[src/rtl/scc_pkg.sv]
package scc_pkg;

  typedef enum logic [1:0] {
    KIND_COPY  = 2'd0,
    KIND_NOP   = 2'd1,
    KIND_FLUSH = 2'd2
  } cmd_kind_e;

  // strobes from control to datapath
  typedef struct packed {
    logic      load;     // capture job, compute start offsets
    logic      advance;  // copy accepted: step offsets, drop line count
    logic      loadRem;  // switch to the flat tail command
    cmd_kind_e kind;     // item currently presented
  } dp_ctrl_t;

endpackage

[src/rtl/scc_ctrl.sv]
module scc_ctrl
  import scc_pkg::*;
(
  input  logic     clk,
  input  logic     rst_n,
  input  logic     jobValid,
  input  logic     cmdReady,
  input  logic     haveLines,
  input  logic     haveRem,
  output logic     jobReady,
  output logic     cmdValid,
  output logic     done,
  output dp_ctrl_t ctl
);

  typedef enum logic [2:0] {
    ST_IDLE, ST_SETUP, ST_COPY, ST_NOP, ST_FLUSH
  } state_e;

  state_e state, stateNext;
  logic   finish;
  logic   doneR;

  // picks what follows setup or a completed marker pair
  function automatic void pickNext(input logic lines, input logic rem,
                                   output state_e nxt, output logic takeRem,
                                   output logic fin);
    takeRem = 1'b0;
    fin     = 1'b0;
    if (lines) begin
      nxt = ST_COPY;
    end else if (rem) begin
      nxt     = ST_COPY;
      takeRem = 1'b1;
    end else begin
      nxt = ST_IDLE;
      fin = 1'b1;
    end
  endfunction

  always_comb begin
    stateNext   = state;
    ctl.load    = 1'b0;
    ctl.advance = 1'b0;
    ctl.loadRem = 1'b0;
    ctl.kind    = KIND_COPY;
    finish      = 1'b0;
    jobReady    = (state == ST_IDLE);
    cmdValid    = 1'b0;
    unique case (state)
      ST_IDLE: begin
        if (jobValid) begin
          ctl.load  = 1'b1;
          stateNext = ST_SETUP;
        end
      end
      ST_SETUP: begin
        pickNext(haveLines, haveRem, stateNext, ctl.loadRem, finish);
      end
      ST_COPY: begin
        cmdValid = 1'b1;
        ctl.kind = KIND_COPY;
        if (cmdReady) begin
          ctl.advance = 1'b1;
          stateNext   = ST_NOP;
        end
      end
      ST_NOP: begin
        cmdValid = 1'b1;
        ctl.kind = KIND_NOP;
        if (cmdReady) stateNext = ST_FLUSH;
      end
      ST_FLUSH: begin
        cmdValid = 1'b1;
        ctl.kind = KIND_FLUSH;
        if (cmdReady) pickNext(haveLines, haveRem, stateNext, ctl.loadRem, finish);
      end
      default: stateNext = ST_IDLE;
    endcase
  end

  always_ff @(posedge clk or negedge rst_n) begin
    if (!rst_n) begin
      state <= ST_IDLE;
      doneR <= 1'b0;
    end else begin
      state <= stateNext;
      doneR <= finish;
    end
  end

  assign done = doneR;

endmodule

[src/rtl/scc_datapath.sv]
module scc_datapath
  import scc_pkg::*;
#(
  parameter int OFF_W      = 32,
  parameter int PITCH_W    = 16,
  parameter int DIM_W      = 16,
  parameter int BPP_W      = 3,
  parameter int LEN_W      = 32,
  parameter int MAX_LINES  = 2047,
  parameter int PAGE_SHIFT = 12,
  localparam int LB_W      = DIM_W + BPP_W,
  localparam int LINES_W   = $clog2(MAX_LINES + 1),
  localparam int CNT_W     = (DIM_W > LEN_W - PAGE_SHIFT) ? DIM_W : LEN_W - PAGE_SHIFT
) (
  input  logic               clk,
  input  logic               rst_n,
  input  dp_ctrl_t           ctl,
  input  logic               jobFlat,
  input  logic [OFF_W-1:0]   srcBase,
  input  logic [OFF_W-1:0]   dstBase,
  input  logic [PITCH_W-1:0] srcPitch,
  input  logic [PITCH_W-1:0] dstPitch,
  input  logic [DIM_W-1:0]   srcX,
  input  logic [DIM_W-1:0]   srcY,
  input  logic [DIM_W-1:0]   dstX,
  input  logic [DIM_W-1:0]   dstY,
  input  logic [DIM_W-1:0]   widthPx,
  input  logic [BPP_W-1:0]   bytesPerPx,
  input  logic [DIM_W-1:0]   lineCount,
  input  logic [LEN_W-1:0]   flatLen,
  output logic               haveLines,
  output logic               haveRem,
  output logic [OFF_W-1:0]   outSrcOff,
  output logic [OFF_W-1:0]   outDstOff,
  output logic [PITCH_W-1:0] outSrcPitch,
  output logic [PITCH_W-1:0] outDstPitch,
  output logic [LB_W-1:0]    outLineBytes,
  output logic [LINES_W-1:0] outLines
);

  localparam logic [PITCH_W-1:0] PAGE_PITCH = PITCH_W'(1) << PAGE_SHIFT;
  localparam logic [LB_W-1:0]    PAGE_LB    = LB_W'(1) << PAGE_SHIFT;
  localparam logic [CNT_W-1:0]   CAP        = CNT_W'(MAX_LINES);

  logic [OFF_W-1:0]      srcOff, dstOff;
  logic [PITCH_W-1:0]    srcPitchR, dstPitchR;
  logic [LB_W-1:0]       lineBytesR;
  logic [CNT_W-1:0]      linesLeft;
  logic [PAGE_SHIFT-1:0] tailBytes;
  logic [LINES_W-1:0]    chunk;

  logic [OFF_W-1:0] srcStart, dstStart;
  logic [OFF_W-1:0] srcStep, dstStep;

  // start offsets: base + row*pitch + column*pixel size
  assign srcStart = srcBase + OFF_W'(srcY) * OFF_W'(srcPitch)
                            + OFF_W'(srcX) * OFF_W'(bytesPerPx);
  assign dstStart = dstBase + OFF_W'(dstY) * OFF_W'(dstPitch)
                            + OFF_W'(dstX) * OFF_W'(bytesPerPx);

  assign chunk   = (linesLeft > CAP) ? LINES_W'(MAX_LINES) : LINES_W'(linesLeft);
  assign srcStep = OFF_W'(srcPitchR) * OFF_W'(chunk);
  assign dstStep = OFF_W'(dstPitchR) * OFF_W'(chunk);

  assign haveLines = (linesLeft != '0);
  assign haveRem   = (tailBytes != '0);

  always_ff @(posedge clk or negedge rst_n) begin
    if (!rst_n) begin
      srcOff     <= '0;
      dstOff     <= '0;
      srcPitchR  <= '0;
      dstPitchR  <= '0;
      lineBytesR <= '0;
      linesLeft  <= '0;
      tailBytes  <= '0;
    end else if (ctl.load) begin
      if (jobFlat) begin
        srcOff     <= srcBase;
        dstOff     <= dstBase;
        srcPitchR  <= PAGE_PITCH;
        dstPitchR  <= PAGE_PITCH;
        lineBytesR <= PAGE_LB;
        linesLeft  <= CNT_W'(flatLen >> PAGE_SHIFT);
        tailBytes  <= flatLen[PAGE_SHIFT-1:0];
      end else begin
        srcOff     <= srcStart;
        dstOff     <= dstStart;
        srcPitchR  <= srcPitch;
        dstPitchR  <= dstPitch;
        lineBytesR <= LB_W'(widthPx) * LB_W'(bytesPerPx);
        linesLeft  <= CNT_W'(lineCount);
        tailBytes  <= '0;
      end
    end else if (ctl.advance) begin
      srcOff    <= srcOff + srcStep;
      dstOff    <= dstOff + dstStep;
      linesLeft <= linesLeft - CNT_W'(chunk);
    end else if (ctl.loadRem) begin
      srcPitchR  <= PITCH_W'(tailBytes);
      dstPitchR  <= PITCH_W'(tailBytes);
      lineBytesR <= LB_W'(tailBytes);
      linesLeft  <= CNT_W'(1);
      tailBytes  <= '0;
    end
  end

  // marker items carry all-zero fields
  always_comb begin
    if (ctl.kind == KIND_COPY) begin
      outSrcOff    = srcOff;
      outDstOff    = dstOff;
      outSrcPitch  = srcPitchR;
      outDstPitch  = dstPitchR;
      outLineBytes = lineBytesR;
      outLines     = chunk;
    end else begin
      outSrcOff    = '0;
      outDstOff    = '0;
      outSrcPitch  = '0;
      outDstPitch  = '0;
      outLineBytes = '0;
      outLines     = '0;
    end
  end

endmodule

[src/rtl/strided_copy_chunker.sv]
module strided_copy_chunker
  import scc_pkg::*;
#(
  parameter int OFF_W      = 32,
  parameter int PITCH_W    = 16,
  parameter int DIM_W      = 16,
  parameter int BPP_W      = 3,
  parameter int LEN_W      = 32,
  parameter int MAX_LINES  = 2047,
  parameter int PAGE_SHIFT = 12,
  localparam int LB_W      = DIM_W + BPP_W,
  localparam int LINES_W   = $clog2(MAX_LINES + 1)
) (
  input  logic               clk,
  input  logic               rst_n,
  input  logic               jobValid,
  output logic               jobReady,
  input  logic               jobFlat,
  input  logic [OFF_W-1:0]   srcBase,
  input  logic [OFF_W-1:0]   dstBase,
  input  logic [PITCH_W-1:0] srcPitch,
  input  logic [PITCH_W-1:0] dstPitch,
  input  logic [DIM_W-1:0]   srcX,
  input  logic [DIM_W-1:0]   srcY,
  input  logic [DIM_W-1:0]   dstX,
  input  logic [DIM_W-1:0]   dstY,
  input  logic [DIM_W-1:0]   widthPx,
  input  logic [BPP_W-1:0]   bytesPerPx,
  input  logic [DIM_W-1:0]   lineCount,
  input  logic [LEN_W-1:0]   flatLen,
  output logic               cmdValid,
  input  logic               cmdReady,
  output logic [1:0]         cmdKind,
  output logic [OFF_W-1:0]   cmdSrcOff,
  output logic [OFF_W-1:0]   cmdDstOff,
  output logic [PITCH_W-1:0] cmdSrcPitch,
  output logic [PITCH_W-1:0] cmdDstPitch,
  output logic [LB_W-1:0]    cmdLineBytes,
  output logic [LINES_W-1:0] cmdLines,
  output logic               done
);

  dp_ctrl_t ctl;
  logic     haveLines, haveRem;

  scc_ctrl u_ctrl (
    .clk      (clk),
    .rst_n    (rst_n),
    .jobValid (jobValid),
    .cmdReady (cmdReady),
    .haveLines(haveLines),
    .haveRem  (haveRem),
    .jobReady (jobReady),
    .cmdValid (cmdValid),
    .done     (done),
    .ctl      (ctl)
  );

  scc_datapath #(
    .OFF_W     (OFF_W),
    .PITCH_W   (PITCH_W),
    .DIM_W     (DIM_W),
    .BPP_W     (BPP_W),
    .LEN_W     (LEN_W),
    .MAX_LINES (MAX_LINES),
    .PAGE_SHIFT(PAGE_SHIFT)
  ) u_dp (
    .clk         (clk),
    .rst_n       (rst_n),
    .ctl         (ctl),
    .jobFlat     (jobFlat),
    .srcBase     (srcBase),
    .dstBase     (dstBase),
    .srcPitch    (srcPitch),
    .dstPitch    (dstPitch),
    .srcX        (srcX),
    .srcY        (srcY),
    .dstX        (dstX),
    .dstY        (dstY),
    .widthPx     (widthPx),
    .bytesPerPx  (bytesPerPx),
    .lineCount   (lineCount),
    .flatLen     (flatLen),
    .haveLines   (haveLines),
    .haveRem     (haveRem),
    .outSrcOff   (cmdSrcOff),
    .outDstOff   (cmdDstOff),
    .outSrcPitch (cmdSrcPitch),
    .outDstPitch (cmdDstPitch),
    .outLineBytes(cmdLineBytes),
    .outLines    (cmdLines)
  );

  assign cmdKind = ctl.kind;

endmodule

[config.mk]
export PLATFORM = sky130hd
export DESIGN_NAME = strided_copy_chunker
export DESIGN_NICKNAME = d
export VERILOG_FILES = /design/src/rtl/scc_pkg.sv /design/src/rtl/scc_ctrl.sv /design/src/rtl/scc_datapath.sv /design/src/rtl/strided_copy_chunker.sv
export SDC_FILE = /design/constraint.sdc
export NUM_CORES = 2
export LEC_CHECK = 0
export BUFFER_PORTS_ARGS = -buffer_cell sky130_fd_sc_hd__buf_2
export CAP_MARGIN = 20
export CORE_MARGIN = 2
export CORE_UTILIZATION = 60
export CTS_CLUSTER_SIZE = 14
export DETAILED_ROUTE_END_ITERATION = 10
export PLACE_DENSITY = 0.8
export SKIP_LAST_GASP = 1
export SYNTH_ARGS = -nofsm -noshare
export SYNTH_HDL_FRONTEND = slang
export SYNTH_SLANG_ARGS = --single-unit
[constraint.sdc]
create_clock -name clk -period 9.1 [get_ports clk]
set_input_delay 0.91 -clock clk [delete_from_list [all_inputs] [get_ports clk]]
set_output_delay 0.91 -clock clk [all_outputs]
set_load 0.02 [all_outputs]
# Yosys cells after proc, flatten, opt, wreduce, memory -nomap -nowiden
# Index checks and enable logic that the tools add are counted.
totals:
  inputBits: 232
  out_inout_bits: 131
  reg_bits: 151
  word_cells: 95
classes:
  n_reduce_logical: 10
  eq_ne: 9
  add_sub_neg: 7
  n_lt_le_gt_ge: 1
  n_mul: 7
  mux: 52
op_table:
  columns: ["cell", "count"]
  rows:
  - ["$mux W32", 8]
  - ["$mux W16", 8]
  - ["$mux W19", 5]
  - ["$mux W20", 4]
  - ["$add A32 B19 Y32", 2]
  - ["$add A32 B27 Y32", 2]
  - ["$add A32 B32 Y32", 2]
  - ["$mul A16 B16 Y32", 2]
  - ["$mul A16 B3 Y19", 3]
  - ["$mul A16 B11 Y27", 2]
  - ["$mux W12", 4]
  - ["$mux W11", 2]
  - ["$gt A20 B11 Y1 const B", 1]
  - ["$reduce_bool A20 Y1", 1]
  - ["$sub A20 B11 Y20", 1]
  - ["$pmux W3 S5", 1]
  - ["$mux W3", 4]
  - ["$reduce_bool A12 Y1", 1]
  - ["$mux W1", 11]
  - ["$ne A2 B2 Y1 const B", 4]
  - ["$eq A3 B2 Y1 const B", 2]
  - ["$mux W2", 2]
  - ["$pmux W1 S2", 2]
  - ["$pmux W2 S2", 1]
  - ["other kinds (10)", 11]

# Logic depth before layout (Yosys ltp)
depth:
  word_depth: 8
  ltp_mapped: 29
  mapped_depth_nobuf: 26

# Hierarchy
# A second synthesis with hierarchy kept.
hier_totals:
  cells_unflattened: 5263
  area_unflattened_um2: 44452.6
modules_own_cells:
  columns: ["module", "area_per_inst_um2", "cells_per_inst", "instances", "seq_area_each_um2"]
  rows:
  - ["scc_datapath", 44169.9, 5233, 1, 3678.5]
  - ["scc_ctrl", 282.8, 30, 1, 100.1]

# Worst setup path before layout
# Ideal clock, no wire load.
synth_timing:
  kind: "input-to-reg"
  start: "input port bytesPerPx[1]"
  end: "register u_dp.dstOff[31]"
  n_path_buf: 2
  path_slack_ns: 1.914
  path_stages: 23
  setup_time_ns: 0.139
  required_ns: 8.961
  arrival_time_ns: 7.047
  path_cell_list: "clkbuf_1 -> clkbuf_1 -> nand2_1 -> fa_1 -> inv_1 -> fa_1 -> fa_1 -> fa_1 -> inv_1 -> fa_1 -> inv_1 -> fa_1 -> fa_1 -> ha_1 -> a21o_1 -> a31oi_1 -> o21ai_0 -> o211ai_1 -> a21oi_1 -> a2111oi_2 -> xnor2_1 -> mux2i_1 -> a211oi_1"
synth_between:
  elab_chain_len: 4
synth_lines:
  columns: ["item", "line", "rtl"]
  rows:
  - ["start, declared", "strided_copy_chunker.sv:28", "input logic [BPP_W-1:0] bytesPerPx,"]
  - ["$mul A16 B3 Y19", "scc_datapath.sv:59", "+ OFF_W'(dstX) * OFF_W'(bytesPerPx);"]
  - ["$add A32 B19 Y32", "scc_datapath.sv:59", null]
  - ["$mux W32", "scc_datapath.sv:78", "if (jobFlat) begin"]
  - ["$mux W32", "scc_datapath.sv:77", "end else if (ctl.load) begin"]
  - ["end signal, assigned", "scc_datapath.sv:80", "dstOff <= dstBase;"]
  - ["end signal, assigned", "scc_datapath.sv:88", "dstOff <= dstStart;"]
  - ["end signal, assigned", "scc_datapath.sv:97", "dstOff <= dstOff + dstStep;"]
  - ["end, declared", "scc_datapath.sv:45", "logic [OFF_W-1:0] srcOff, dstOff;"]
# Every way passes these cells.
# A chain may end at the register's enable or synchronous reset.

# Final worst setup path
layout_timing:
  start: "register u_dp.linesLeft[12]"
  end: "register u_dp.dstOff[31]"
layout_between:
  elab_chain_len: 6
layout_lines:
  columns: ["item", "line", "rtl"]
  rows:
  - ["start, declared", "scc_datapath.sv:48", "logic [CNT_W-1:0] linesLeft;"]
  - ["start signal, assigned", "scc_datapath.sv:84", "linesLeft <= CNT_W'(flatLen >> PAGE_SHIFT);"]
  - ["start signal, assigned", "scc_datapath.sv:92", "linesLeft <= CNT_W'(lineCount);"]
  - ["start signal, assigned", "scc_datapath.sv:98", "linesLeft <= linesLeft - CNT_W'(chunk);"]
  - ["$gt A20 B11 Y1", "scc_datapath.sv:61", "assign chunk = (linesLeft > CAP) ? LINES_W'(MAX_LINES) : LINES_W'(linesLeft);"]
  - ["$mux W11", "scc_datapath.sv:61", null]
  - ["$mul A16 B11 Y27", "scc_datapath.sv:63", "assign dstStep = OFF_W'(dstPitchR) * OFF_W'(chunk);"]
  - ["$add A32 B27 Y32", "scc_datapath.sv:97", null]
  - ["$mux W32", "scc_datapath.sv:95", "end else if (ctl.advance) begin"]
  - ["$mux W32", "scc_datapath.sv:77", null]
# Every way passes these cells. The select of a mux whose other input is x is not followed.

==> flow_summary.json <==
{
  "cap_violations": 0,
  "crit_path_end": "u_dp.dstOff[31]$_DFFE_PN0P_",
  "cts_setup_buffers": 0,
  "crit_arrival_ps": 8570,
  "r2r_slack_ps": 950,
  "r2r_start": "u_dp.linesLeft[12]$_DFFE_PN0P_",
  "period_needed_ps": 8150,
  "ant_nets": 0,
  "grt_max_degree": 78,
  "required_ps": 9530,
  "avgSynthCellArea_um2": 8.41,
  "syn_inst": 5347,
  "synthTopCellsByArea": "fa_1 (38%), ha_1 (11%), inv_1 (10%)",
  "drtIter0Drc": 3744,
  "tightest_slew_ps": 1140,
  "cts_root_buffer": "clkbuf_16",
  "die_y_um": 278,
  "hold_violations": 0,
  "wl_per_cell_um": 21.0,
  "rsz0062_at_grt": "no",
  "fp.dieW_um": 278,
  "synth_xor_xnor_area_share": 0.0197,
  "grt_pass1_wl_mm": 216,
  "layout_setup_ws_ps": 953,
  "synth-seq-cells": 151,
  "yosys.area_share.simple": 0.176,
  "first_global_vias": 39108,
  "synth_top_family_by_area": "adder cells",
  "cts_buffers": 17,
  "via_per_inst": 5.86,
  "hpwlAfterDp_mm": 109,
  "fp.dieArea_mm2": 0.0771,
  "synth_warnings": 0,
  "initial_core_util": 0.605,
  "synthArstFlopShare": 1.00,
  "fin_skew_ps": 26.3,
  "synth_compound_area_frac": 0.100,
  "synth-main-ff-cell": "dfrtp_1",
  "post-route-period-util": 0.895,
  "synth_cell_types": 83,
  "antenna_found_initial": 15,
  "synth_edf_count": 0,
  "final_nets": 6974,
  "ys_seq_area_frac": 0.0841,
  "synth_fa_ha_area_frac": 0.489,
  "fin_setup_tns_ps": 0,
  "gp_congestion": 0.967,
  "yosys.area.top_type": "fa_1",
  "critPathMaxFanout": 21,
  "drive_above_1_share": 0.0860,
  "track_usage": 0.363,
  "port_buffers": 362,
  "relSlewSlack": 0.238,
  "cp-startpoint": "u_dp.linesLeft[12]$_DFFE_PN0P_",
  "num_vias": 38038,
  "routed_wl_mm": 136,
  "cts_resized": 0,
  "hold_class": "in2async",
  "fmax_mhz": 123,
  "synth_top_area_frac": 0.383,
  "synth_fp_nets": 6821,
  "critPathKind": "reg2reg",
  "htreeDepth": 4,
  "grt-ovfl-total": 0,
  "areaGrowthSynthToFinish_pct": 6.57,
  "cts.sinks": 151,
  "cp-start-kind": "flip-flop",
  "clkTransAtPathRegs_ps": 80,
  "rr_endpoint": "u_dp.dstOff[31]$_DFFE_PN0P_",
  "core.rowCount": 100,
  "final-max-slew-violation-count": 0,
  "cts_buffer_depth": 2,
  "synthMuxAreaShare": 0.00679,
  "drc": 0,
  "status": "finished clean",
  "synth_area_mm2": 0.0449,
  "setup_viol": 0,
  "end_kind": "flip-flop",
  "core_mm2": 0.0743,
  "hold_buffers": 0,
  "cts_tree": "done",
  "clock_latency_ps": 510,
  "io_pins": 363,
  "first_pass_iters": 6,
  "post-place-ws_ps": 1080,
  "worstRegToRegCells": 25
}
-- metrics by stage --
step           cell area, µm²  std cells  hold slack (ps)   util
2_1_floorplan           44900       5347              430      -
3_3_place_gp            47300       6450              446  0.636
3_5_place_dp            47300       6450              453  0.636
4_1_cts                 47900       6482              327  0.644
5_1_grt                 47900       6485              355  0.644
6_report                47900       6492              332  0.644
-- layout make-up --
cell class	instances	area, µm²
diodes	10	25.0
clock buffers	20	457
clock inverters	12	130
fillers	6263	26400
inverters	1205	4520
multi-input cells	3722	35600
flip-flops and latches	151	3780
well taps	969	1210
repair buffers	403	2130
-- layout by cell type, fill, tap and decap left out, drive strengths merged, types with 26 or more instances in the layout --
cell	netlist	routed
a211oi	59	59
a21o	54	54
a21oi	150	150
a221oi	37	37
a31oi	52	52
and2	356	356
and3	100	100
buf	23	403
dfrtp	151	151
fa	859	859
ha	383	383
inv	1205	1211
mux2i	26	26
nand2	824	824
nand2b	28	28
nand3	33	33
nor2	240	240
nor3	34	34
o21a	32	32
o21ai	105	105
xnor2	60	60
xor2	41	41
-- registers in the layout, indices dropped and copies added (netlist names) --
| name | count |
|---|---|
| u_dp.dstOff | 32 |
| u_dp.srcOff | 32 |
| u_dp.linesLeft | 20 |
| u_dp.lineBytesR | 19 |
| u_dp.dstPitchR | 16 |
| u_dp.srcPitchR | 16 |
| u_dp.tailBytes | 12 |
| u_ctrl.state | 3 |
| u_ctrl.done | 1 |
-- metal layers --
metal  routed length, µm  vias up  GRT usage
met1               53300    18758      0.491
li1                    -    16701          -
met2               60900     2207      0.560
met5                  44        -          0
met3               16900      364     0.0954
met4                5310        8      0.142
-- synth_stat cells (27+ instances only) --
cell type  count
o21ai_0       94
a221oi_1      36
a21o_1        54
a31oi_1       51
xnor2_1       60
ha_1         383
xor2_1        41
a211oi_1      57
nand2b_1      27
dfrtp_1      151
clkbuf_1     246
nand3_1       33
a21oi_1      149
inv_1       1205
o21a_1        32
nor3_1        33
and2_1       356
nor2_1       240
and3_1       100
fa_1         859
nand2_1      824
-- how the worst min path moves through the flow --
stage | to | slack, ps | depth (start not counted)
6_report | u_dp.srcOff[3]$_DFFE_PN0P_ | 330 | 1
5_1_grt | u_dp.srcOff[8]$_DFFE_PN0P_ | 360 | 1
3_5_place_dp | u_dp.lineBytesR[12]$_DFFE_PN0P_ | 450 | 2
4_1_cts | u_dp.srcOff[8]$_DFFE_PN0P_ | 330 | 1
3_3_place_gp | u_dp.lineBytesR[12]$_DFFE_PN0P_ | 450 | 2
2_1_floorplan | u_dp.lineBytesR[12]$_DFFE_PN0P_ | 430 | 2
-- critical path: stages, from the launching register on --
cell	delay, ps
dfrtp_1	430
nor4_2	410
and2b_1	250
nand2b_2	110
nor4_4	470
nand2b_1	770
buf_4	440
nand2_1	90
fa_1	460
fa_1	520
inv_1	80
fa_1	500
fa_1	500
inv_1	50
fa_1	470
inv_1	40
ha_1	310
nand3_1	160
inv_1	80
a31oi_1	270
a21oi_1	190
nor3_1	390
o21ai_0	130
o311ai_0	370
mux2_2	380
a211oi_1	200
-- kinds of logic after synthesis --
logic type | count (synthesis)
flops | 151
xor+xnor | 101
simple gates | 1693
mux | 30
compound gates | 656
fa+ha+maj | 1242
buf+inv | 1474
Power is not shown: default switching activity piles up to over one toggle a cycle in this logic, so the estimate is an artifact.
